[src/rtl/icr_pkg.sv]
package icr_pkg;

    localparam int IW     = 6;
    localparam int DW     = 64;
    localparam int NSTORE = 32;
    localparam int SW     = $clog2(NSTORE);
    localparam int CC_LO  = 32;

    typedef enum logic [2:0] {
        K_RW,
        K_RO,
        K_WO,
        K_STROBE,
        K_CC,
        K_NONE
    } kind_t;

    localparam logic [IW-1:0] IX_SCR_CPU   = 6'd7;
    localparam logic [IW-1:0] IX_BASE      = 6'd8;
    localparam logic [IW-1:0] IX_MCTL      = 6'd9;
    localparam logic [IW-1:0] IX_EXC       = 6'd10;
    localparam logic [IW-1:0] IX_AST_REQ   = 6'd11;
    localparam logic [IW-1:0] IX_AST_EN    = 6'd12;
    localparam logic [IW-1:0] IX_IMODE     = 6'd13;
    localparam logic [IW-1:0] IX_DMODE     = 6'd14;
    localparam logic [IW-1:0] IX_ALTMODE   = 6'd15;
    localparam logic [IW-1:0] IX_SWINT     = 6'd16;
    localparam logic [IW-1:0] IX_ICTL      = 6'd17;
    localparam logic [IW-1:0] IX_IVPT      = 6'd18;
    localparam logic [IW-1:0] IX_DVPT      = 6'd19;
    localparam logic [IW-1:0] IX_DCTEST    = 6'd20;
    localparam logic [IW-1:0] IX_DCMODE    = 6'd21;
    localparam logic [IW-1:0] IX_MISSMODE  = 6'd22;
    localparam logic [IW-1:0] IX_IASN      = 6'd23;
    localparam logic [IW-1:0] IX_DASN      = 6'd24;
    localparam logic [IW-1:0] IX_EXSUM     = 6'd25;
    localparam logic [IW-1:0] IX_EXMASK    = 6'd26;
    localparam logic [IW-1:0] IX_CYC       = 6'd27;
    localparam logic [IW-1:0] IX_RO_FIRST  = 6'd28;
    localparam logic [IW-1:0] IX_RO_LAST   = 6'd31;
    localparam logic [IW-1:0] IX_WO_FIRST  = 6'd32;
    localparam logic [IW-1:0] IX_WO_LAST   = 6'd35;
    localparam logic [IW-1:0] IX_FLUSH_ALL = 6'd36;
    localparam logic [IW-1:0] IX_FLUSH_ASN = 6'd37;

    function automatic kind_t reg_kind(input logic [IW-1:0] i);
        if (i == IX_ALTMODE)                           return K_WO;
        else if (i <= IX_EXMASK)                       return K_RW;
        else if (i == IX_CYC)                          return K_CC;
        else if (i >= IX_RO_FIRST && i <= IX_RO_LAST)  return K_RO;
        else if (i >= IX_WO_FIRST && i <= IX_WO_LAST)  return K_WO;
        else if (i == IX_FLUSH_ALL || i == IX_FLUSH_ASN) return K_STROBE;
        else                                           return K_NONE;
    endfunction

    function automatic logic [DW-1:0] keep_mask(input logic [IW-1:0] i);
        logic [DW-1:0] m;
        unique case (i)
            IX_EXC:                      m = ~64'h2;
            IX_AST_REQ, IX_AST_EN:       m = 64'hf;
            IX_IMODE, IX_DMODE,
            IX_ALTMODE:                  m = 64'h18;
            IX_SWINT:                    m = 64'h7fff0;
            IX_ICTL:                     m = 64'hff_ffff_0300;
            IX_IVPT, IX_DVPT:            m = 64'hffff_ffff_c000_0000;
            IX_DCTEST:                   m = 64'h1ffb;
            IX_DCMODE, IX_MISSMODE:      m = 64'h3f;
            IX_IASN:                     m = 64'h7f0;
            IX_DASN:                     m = 64'hfe00_0000_0000_0000;
            IX_EXSUM, IX_EXMASK:         m = '0;
            default:                     m = '1;
        endcase
        return m;
    endfunction

endpackage

[src/rtl/icr_decode.sv]
module icr_decode
    import icr_pkg::*;
(
    input  logic [IW-1:0] idx,
    input  logic          rd_en,
    input  logic          wr_en,
    output kind_t         kind,
    output logic [DW-1:0] mask,
    output logic          store_we,
    output logic          illegal
);
    always_comb begin
        kind     = reg_kind(idx);
        mask     = keep_mask(idx);
        store_we = wr_en && (int'(idx) < NSTORE) &&
                   (kind == K_RW || kind == K_WO || kind == K_CC);
        illegal  = (wr_en && (kind == K_RO || kind == K_NONE)) ||
                   (rd_en && (kind == K_WO || kind == K_STROBE || kind == K_NONE));
    end
endmodule

[src/rtl/icr_cell.sv]
module icr_cell #(
    parameter int W = 64
) (
    input  logic         clk,
    input  logic         rst_n,
    input  logic [W-1:0] rst_val,
    input  logic         we,
    input  logic [W-1:0] wd,
    output logic [W-1:0] q
);
    always_ff @(posedge clk) begin
        if (!rst_n)  q <= rst_val;
        else if (we) q <= wd;
    end
endmodule

[src/rtl/icr_livecnt.sv]
module icr_livecnt #(
    parameter int W = 32
) (
    input  logic         clk,
    input  logic         rst_n,
    output logic [W-1:0] cnt
);
    always_ff @(posedge clk) begin
        if (!rst_n) cnt <= '0;
        else        cnt <= cnt + 1'b1;
    end
endmodule

[src/rtl/icr_file.sv]
module icr_file
    import icr_pkg::*;
#(
    parameter logic [63:0] BASE_RESET = 64'h0000_0000_0001_0000,
    parameter int          CPU_ID_W   = 8
) (
    input  logic                clk,
    input  logic                rst_n,
    input  logic [CPU_ID_W-1:0] cpu_id,
    input  logic [5:0]          idx,
    input  logic                rd_en,
    input  logic                wr_en,
    input  logic [63:0]         wdata,
    output logic [63:0]         rdata,
    output logic                acc_err,
    output logic                flush_all,
    output logic                flush_asn
);
    kind_t         kind;
    logic [DW-1:0] mask;
    logic          store_we;
    logic          illegal;
    logic [DW-1:0] q [NSTORE];
    logic [CC_LO-1:0] live;
    logic [DW-1:0] stored_word;

    icr_decode u_dec (
        .idx      (idx),
        .rd_en    (rd_en),
        .wr_en    (wr_en),
        .kind     (kind),
        .mask     (mask),
        .store_we (store_we),
        .illegal  (illegal)
    );

    icr_livecnt #(.W(CC_LO)) u_live (
        .clk   (clk),
        .rst_n (rst_n),
        .cnt   (live)
    );

    for (genvar g = 0; g < NSTORE; g++) begin : g_reg
        logic [DW-1:0] rv;
        if (g == int'(IX_BASE)) begin : g_base
            assign rv = BASE_RESET;
        end else if (g == int'(IX_MCTL)) begin : g_mctl
            assign rv = 64'h6;
        end else if (g == int'(IX_SCR_CPU)) begin : g_cpu
            assign rv = {{(DW-CPU_ID_W){1'b0}}, cpu_id};
        end else begin : g_zero
            assign rv = '0;
        end
        icr_cell #(.W(DW)) u_cell (
            .clk     (clk),
            .rst_n   (rst_n),
            .rst_val (rv),
            .we      (store_we && (idx[SW-1:0] == SW'(g))),
            .wd      (wdata & mask),
            .q       (q[g])
        );
    end

    always_comb begin
        stored_word = (int'(idx) < NSTORE) ? q[idx[SW-1:0]] : '0;
        rdata = '0;
        if (rd_en) begin
            unique case (kind)
                K_RW, K_RO: rdata = stored_word;
                K_CC:       rdata = {stored_word[DW-1:CC_LO], live};
                default:    rdata = '0;
            endcase
        end
    end

    always_ff @(posedge clk) begin
        if (!rst_n) begin
            acc_err   <= 1'b0;
            flush_all <= 1'b0;
            flush_asn <= 1'b0;
        end else begin
            acc_err   <= illegal;
            flush_all <= wr_en && (idx == IX_FLUSH_ALL);
            flush_asn <= wr_en && (idx == IX_FLUSH_ASN);
        end
    end
endmodule

[config.mk]
export PLATFORM = sky130hd
export DESIGN_NAME = icr_file
export DESIGN_NICKNAME = d
export VERILOG_FILES = /design/src/rtl/icr_pkg.sv /design/src/rtl/icr_decode.sv /design/src/rtl/icr_cell.sv /design/src/rtl/icr_livecnt.sv /design/src/rtl/icr_file.sv
export SDC_FILE = /design/constraint.sdc
export NUM_CORES = 2
export LEC_CHECK = 0
export ABC_CLOCK_PERIOD_IN_PS = 4100
export BUFFER_PORTS_ARGS = -buffer_cell sky130_fd_sc_hd__buf_2
export CORE_ASPECT_RATIO = 0.8
export CORE_MARGIN = 2
export CORE_UTILIZATION = 44
export CTS_CLUSTER_DIAMETER = 100
export DETAILED_ROUTE_END_ITERATION = 8
export RECOVER_POWER = 50
export SETUP_SLACK_MARGIN = 0.5
export SKIP_LAST_GASP = 1
export SLEW_MARGIN = 10
export SYNTH_ARGS = -nofsm -noshare
export SYNTH_HDL_FRONTEND = slang
export SYNTH_SLANG_ARGS = --single-unit
[constraint.sdc]
create_clock -name clk -period 4.1 [get_ports clk]
set_clock_uncertainty 0.15 [all_clocks]
set_input_delay 1.025 -clock clk [delete_from_list [all_inputs] [get_ports clk]]
set_output_delay 1.025 -clock clk [all_outputs]
set_load 0.02 [all_outputs]
### Word-level counts from Yosys, hierarchy flattened

Memory sizes are Yosys's and may differ from the RTL's.
Index checks and enable logic that the tools add are counted.

| operators by class | value |
|---|---|
| add/subtract/negate cells | 1 |
| $lt $le $gt $ge | 7 |
| equality and inequality tests | 41 |
| multiplexer cells | 15 |
| bitwise gates (word level) | 2 |
| reductions and logical operators | 50 |

Operators with widths:

| cell | count |
|---|---|
| 64-bit binary-select mux with 5-bit select | 1 |
| 64-bit 2-to-1 mux | 5 |
| 64-bit one-hot mux with 2 select lines | 1 |
| 5-bit equality test, second input constant | 16 |
| 64-bit AND | 1 |
| 5-bit by 4-bit equality test with 1-bit output, second input constant | 8 |
| 1-bit logical AND | 40 |
| 32-bit by 1-bit adder with 32-bit output, second input constant | 1 |
| 5-bit by 3-bit equality test with 1-bit output, second input constant | 4 |
| 3-bit 2-to-1 mux | 6 |
| 8-bit 2-to-1 mux | 2 |
| 6-bit equality test, second input constant | 2 |
| 6-bit >= comparator, second input constant | 2 |
| 6-bit by 5-bit less-or-equal comparator with 1-bit output, second input constant | 2 |
| 5-bit by 2-bit equality test with 1-bit output, second input constant | 2 |
| 1-bit logical OR | 7 |
| 3-bit by 2-bit equality test with 1-bit output, second input constant | 2 |
| 3-bit equality test, second input constant | 2 |
| 6-bit by 4-bit equality test with 1-bit output, second input constant | 1 |
| 6-bit by 5-bit equality test with 1-bit output, second input constant | 1 |
| 6-bit by 5-bit >= comparator with 1-bit output, second input constant | 1 |
| 6-bit less-or-equal comparator, second input constant | 1 |
| 6-bit less-than comparator, second input constant | 1 |
| 5-bit NOT with 6-bit output | 1 |
| other kinds (6) | 6 |

| storage, ports and cells | value |
|---|---|
| flip-flop bits (word level) | 2083 |
| bits in read-only memories | 2048 |
| input port bits | 82 |
| output and inout port bits | 67 |
| word-level logic and storage cells | 154 |
| memories | 1 |

Memories:

| name | words | bits a word | read ports | clocked after memory_dff | wr ports | RTL line | source |
|---|---|---|---|---|---|---|---|
| (no name shown) | 32 | 64 | 1 | 0 | 0 | icr_pkg.sv:58 | `unique case (i)` |

### Longest topological paths before layout

| depth | value |
|---|---|
| word-level depth | 15 |
| mapped depth | 12 |
| gate-level depth less buffers | 7 |

### By module

Synthesis repeated with hierarchy kept, for this count alone.

| unflattened totals | value |
|---|---|
| cell total of the unflattened synthesis | 6236 |
| area total of the unflattened synthesis | 112788.2 um^2 |

Modules (own cells, without submodules):

| module | times used | cells an instance | area an instance (um^2) | seq. area each (um^2) |
|---|---|---|---|---|
| icr_cell | 32 | 136 | 2905.3 | 1921.8 |
| icr_file | 1 | 1583 | 17433.0 | 60.1 |
| icr_livecnt | 1 | 168 | 1466.4 | 640.6 |
| icr_decode | 1 | 133 | 919.6 | 0.0 |

### Worst setup path before layout

OpenSTA, ideal clock, no wires.

| timing | value |
|---|---|
| kind | in2out |
| start point | in idx[0] |
| end point | out rdata[33] |
| data arrival time | 3252 ps |
| required time | 2925 ps |
| slack | -327 ps |
| stages | 11 |
| buffers on the path | 4 |
| cells stage by stage | buf_2 buf_2 inv_2 clkbuf_1 ha_1 nor2b_1 o21ai_0 a32o_1 o21bai_1 buf_2 a41oi_1 |

| between the ends | value |
|---|---|
| longest elaborated chain between the ends | 12 |
| elaborated cells on any way between the ends | 30 |
| classes of those cells | 6 x order compare; 6 x eq/ne; 12 x mux; 1 x bitwise; 5 x reduce/logical |

Ends and longest elaborated chain:

| element | RTL line | source |
|---|---|---|
| start: declaration | icr_file.sv:10 | `input logic [5:0] idx,` |
| parallel branches: the longest is 10 deep, another holds 6-bit >= comparator | n/a |  |
| 64-bit one-hot mux with 2 select lines * | icr_file.sv:68 | `unique case (kind)` |
| 64-bit 2-to-1 mux * | icr_file.sv:67 | `if (rd_en) begin` |
| end: declaration | icr_file.sv:14 | `output logic [63:0] rdata,` |

Mark *: on every way between the ends. The select of a mux whose other input is x is not followed.

### Worst setup path in the final report

| timing | value |
|---|---|
| start point | in idx[0] |
| end point | out rdata[12] |

The elaborated chain is that of the path after synthesis.

==> metrics.log <==
[metrics] combinational group share of total power: under 10%
[metrics] area leader, netlist: dfxtp_1
[metrics] type of the worst min-delay path: input pin to flip-flop
[metrics] worst path required time: between 2 and 3 ns
[metrics] number of iterations in the first detailed-routing pass: 6
[metrics] power share of the clock group: around 45%
[metrics] all-layer global routing usage: a little under a third
[metrics] remaining global-route overflow: 0
[metrics] Period Utilization, post-route: 104%
[metrics] net switching share of the total power: about a quarter
[metrics] register bit total from synthesis: 2083
[metrics] slew margin rel.: -51.9%
[metrics] P per Cell Area: about 410 nW/um^2
[metrics] post-detailed-route count of antenna-violating nets: 0
[metrics] library cell used as clock root buffer: clkbuf_16
[metrics] kind of capture point of the worst setup path: output port
[metrics] switching power: ~10 mW
[metrics] drt total wl: between 300 and 400 mm
[metrics] number of enable flip-flop cells after synthesis: 8
[metrics] final number of hold-violating endpoints: 0
[metrics] setup repair after global routing missed its margin: true
[metrics] maximum number of pins on one net before global-route repair: 197
[metrics] port buffer count: roughly 150
[metrics] leakage power of the design: about 38 nW
[metrics] Max VDD drop: about 0.00054 V
[metrics] global placement routability congestion: roughly 0.9
[metrics] cts bufs inserted: 200
[metrics] horizontal die dimension: about 490 um
[metrics] clock-pin slew reported for the worst setup and hold paths after clock tree synthesis: about 0.06 ns
[metrics] most used routing layer: met2
[metrics] H-tree depth reported by CTS: 4
[metrics] met1 Track Usage GR: between 40 and 50%
[metrics] area share of the largest cell type after synthesis: between 40% and 50%
[metrics] Slew Limit Fails: 288
[metrics] Initial Utilization: between 40% and 50%
[metrics] final layout net count: roughly 8900
[metrics] Area growth, synth to finish: 21.4%
[metrics] cell area after placement: 91900 sq um
[metrics] leading cell types by count after synthesis: dfxtp_1, nand2_1, nand3_1, o21ai_0, clkbuf_1
[metrics] highest achievable clock rate: about 240 MHz
[metrics] vias in the first global route: between 60000 and 70000
[metrics] cell-internal power: about 32 mW
[metrics] detail-routed via count per cell: approximately 6.0
[metrics] post-synthesis average cell area: ~9.8 sq um
[metrics] Mapped Area: between 80000 and 90000 sq um
[metrics] number of sinks on the clock net: 2083
[metrics] met2 global-route usage: between 40% and 50%
[metrics] crit path time final: about 4.2 ns
[metrics] sequential cell fraction of total power: around 48%
[metrics] warnings from Yosys: 0
[metrics] post-route design area: a little over 100000 sq um
[metrics] area of the die: between 150000 and 200000 sq um
[metrics] result of the run: finished with violations
[metrics] final instance count without filler cells: ~12000
[metrics] share of async-settable or async-resettable flops after synthesis: 0%
[metrics] Core Util, Final: 53.8%
[metrics] fraction of final layout cells with drive strength greater than 1: between 20% and 30%
[metrics] critical-path maximum fanout: 6
[metrics] Clock Path Buffers: 3
[metrics] vias after detailed routing: 69300
[metrics] synthesized netlist net count: just under 9000
[metrics] post-synthesis cell type count: 74
[metrics] data arrival time of the worst path: just over 3 ns
[metrics] core area: around 190000 sq um
[metrics] clock tree from TritonCTS: yes
[metrics] worst-case register-to-register setup slack: about 1.6 ns
[metrics] I/O pin count: around 150
[metrics] top area cells in the synthesized netlist: dfxtp_1, mux4_2, nand2_1
[metrics] Most used DFF post-synth: dfxtp_1
[metrics] setup violators final: 86
[metrics] sequential share of the synthesized area: 49.7%
[metrics] worst slack on hold paths: 0.293 ns
[metrics] max-capacitance violation count: 2
[metrics] routing usage on met3: just under 7%
[metrics] Mapped Cells: around 8600
[metrics] antenna violations before repair: 36
[metrics] post-detail-place hpwl: 194 mm
[metrics] # rows: approximately 140
[metrics] Starting DRT DRC Count: about 8600
[metrics] Die Y: 395 um
[metrics] detailed-route wire length per cell: 27.2 um
[metrics] Least-Margin Pin Slew: roughly 2.3 ns
[metrics] most frequently used cell type in the post-synthesis netlist: dfxtp_1
[metrics] latest clock arrival within the worst-skew pair: a little under 0.9 ns
[metrics] kind of launch point of the worst setup path: input pin
[metrics] Cell Count Post-Placement: about 11000
[metrics] crit path kind: input pin to output port
[metrics] worst path setup slack after routing: -0.150 ns
[metrics] failing checks: max-capacitance violations, max-slew violations, negative setup slack
[metrics] first-pass GRT wire length: between 400 and 500 mm
[metrics] Post-route DRC: 0
[flip-flops by register name, summed over array words and instances (netlist names)]
| name | flops |
|---|---|
| flush_asn | 1 |
| flush_all | 1 |
| g.u_cell.q | 2048 |
| u_live.cnt | 32 |
| acc_err | 1 |
[worst paths after layout]
check,from,endpoint,depth (start not counted)
setup / recovery,idx[0],rdata[12],14
setup reg to reg,u_live.cnt[4],u_live.cnt[26],5
hold reg to reg,g_reg[27].u_cell.q[19],g_reg[27].u_cell.q[19],2
hold / removal,wdata[15],g_reg[16].u_cell.q[15],3
[logic make-up (layout without fill, tap and decap cells)]
| logic type | Yosys count | after routing | synth area share (%) |
|---|---|---|---|
| buffers and inverters | 870 | 1269 | 4.46 |
| other | 0 | 19 | 0 |
| flip-flops | 2083 | 2083 | 49.7 |
| AO/OA/AOI/OAI | 1786 | 1786 | 13.8 |
| adder cells (fa/ha/maj) | 6 | 6 | 0.0893 |
| XOR/XNOR | 25 | 25 | 0.283 |
| multiplexers | 706 | 706 | 13.7 |
| AND/OR/NAND/NOR | 3092 | 3092 | 18.0 |
[repair_timing]
item,4_1_cts,5_1_grt
pin swaps,69,68
cloned,20,7
resized for setup,306,126
setup buffers,69,37
setup endpoints to repair,64,64
hold buffers,0,0
[layout by cell type, fill, tap and decap left out, types with 74 or more instances in the layout]
cell type / n
a21boi_0: 447
a21boi_1: 104
a22oi_1: 97
and2_1: 489
and3_1: 256
buf_12: 133
buf_2: 78
buf_4: 476
buf_6: 114
clkbuf_16: 207
dfxtp_1: 2075
mux2i_1: 334
mux4_2: 357
nand2_1: 1257
nand3_1: 802
nor2_1: 74
o21ai_0: 732
[layout make-up]
class	count	area, sq um
clock buffer	293	5770
sequential	2083	41800
clock inverter	69	953
antenna	19	47.5
fill	16400	87800
timing repair buffer	882	9520
inverter	25	101
tap	2537	3170
multi-input combinational	5615	40700
[worst max-delay path, stage by stage]
cell and delay, ns:
buf_16 0.14, buf_8 0.13, inv_8 0.05, ha_4 0.12
nor2b_1 0.05, o21ai_2 0.20, a32o_2 0.24, nor3b_4 0.07
buf_12 0.14, buf_12 0.12, buf_12 0.12, buf_12 0.12
a211o_4 0.37, buf_6 0.15
[power by group through the flow]
stage / sequential, mW / clock [mW] / combinational (mW)
after floorplan: 20.8 / 0 / 1.48
after detailed placement: 20.8 / 0 / 2.69
after global placement: 20.8 / 0 / 2.67
after CTS: 20.3 / 19.1 / 2.92
after global routing: 20.3 / 19.9 / 3.16
final: 20.3 / 18.9 / 3.08
[per-layer routing]
layer  vias to the layer above  routed length [um]
li1                      30600                   -
met1                     34300              133000
met2                      3627              132000
met3                       755               33300
met4                         4               16000
met5                         -                  27
[stage by stage]
step / worst slack (ns) / TNS [ns] / power, mW
2_1_floorplan: 0.197 / 0 / 22.3
3_3_place_gp: -0.569 / -14.52 / 23.5
3_5_place_dp: -0.558 / -17.25 / 23.5
4_1_cts: -0.112 / -2.16 / 42.3
5_1_grt: -0.178 / -16.34 / 43.4
6_report: -0.150 / -3.94 / 42.3
Power figures use the tool's default switching activity.
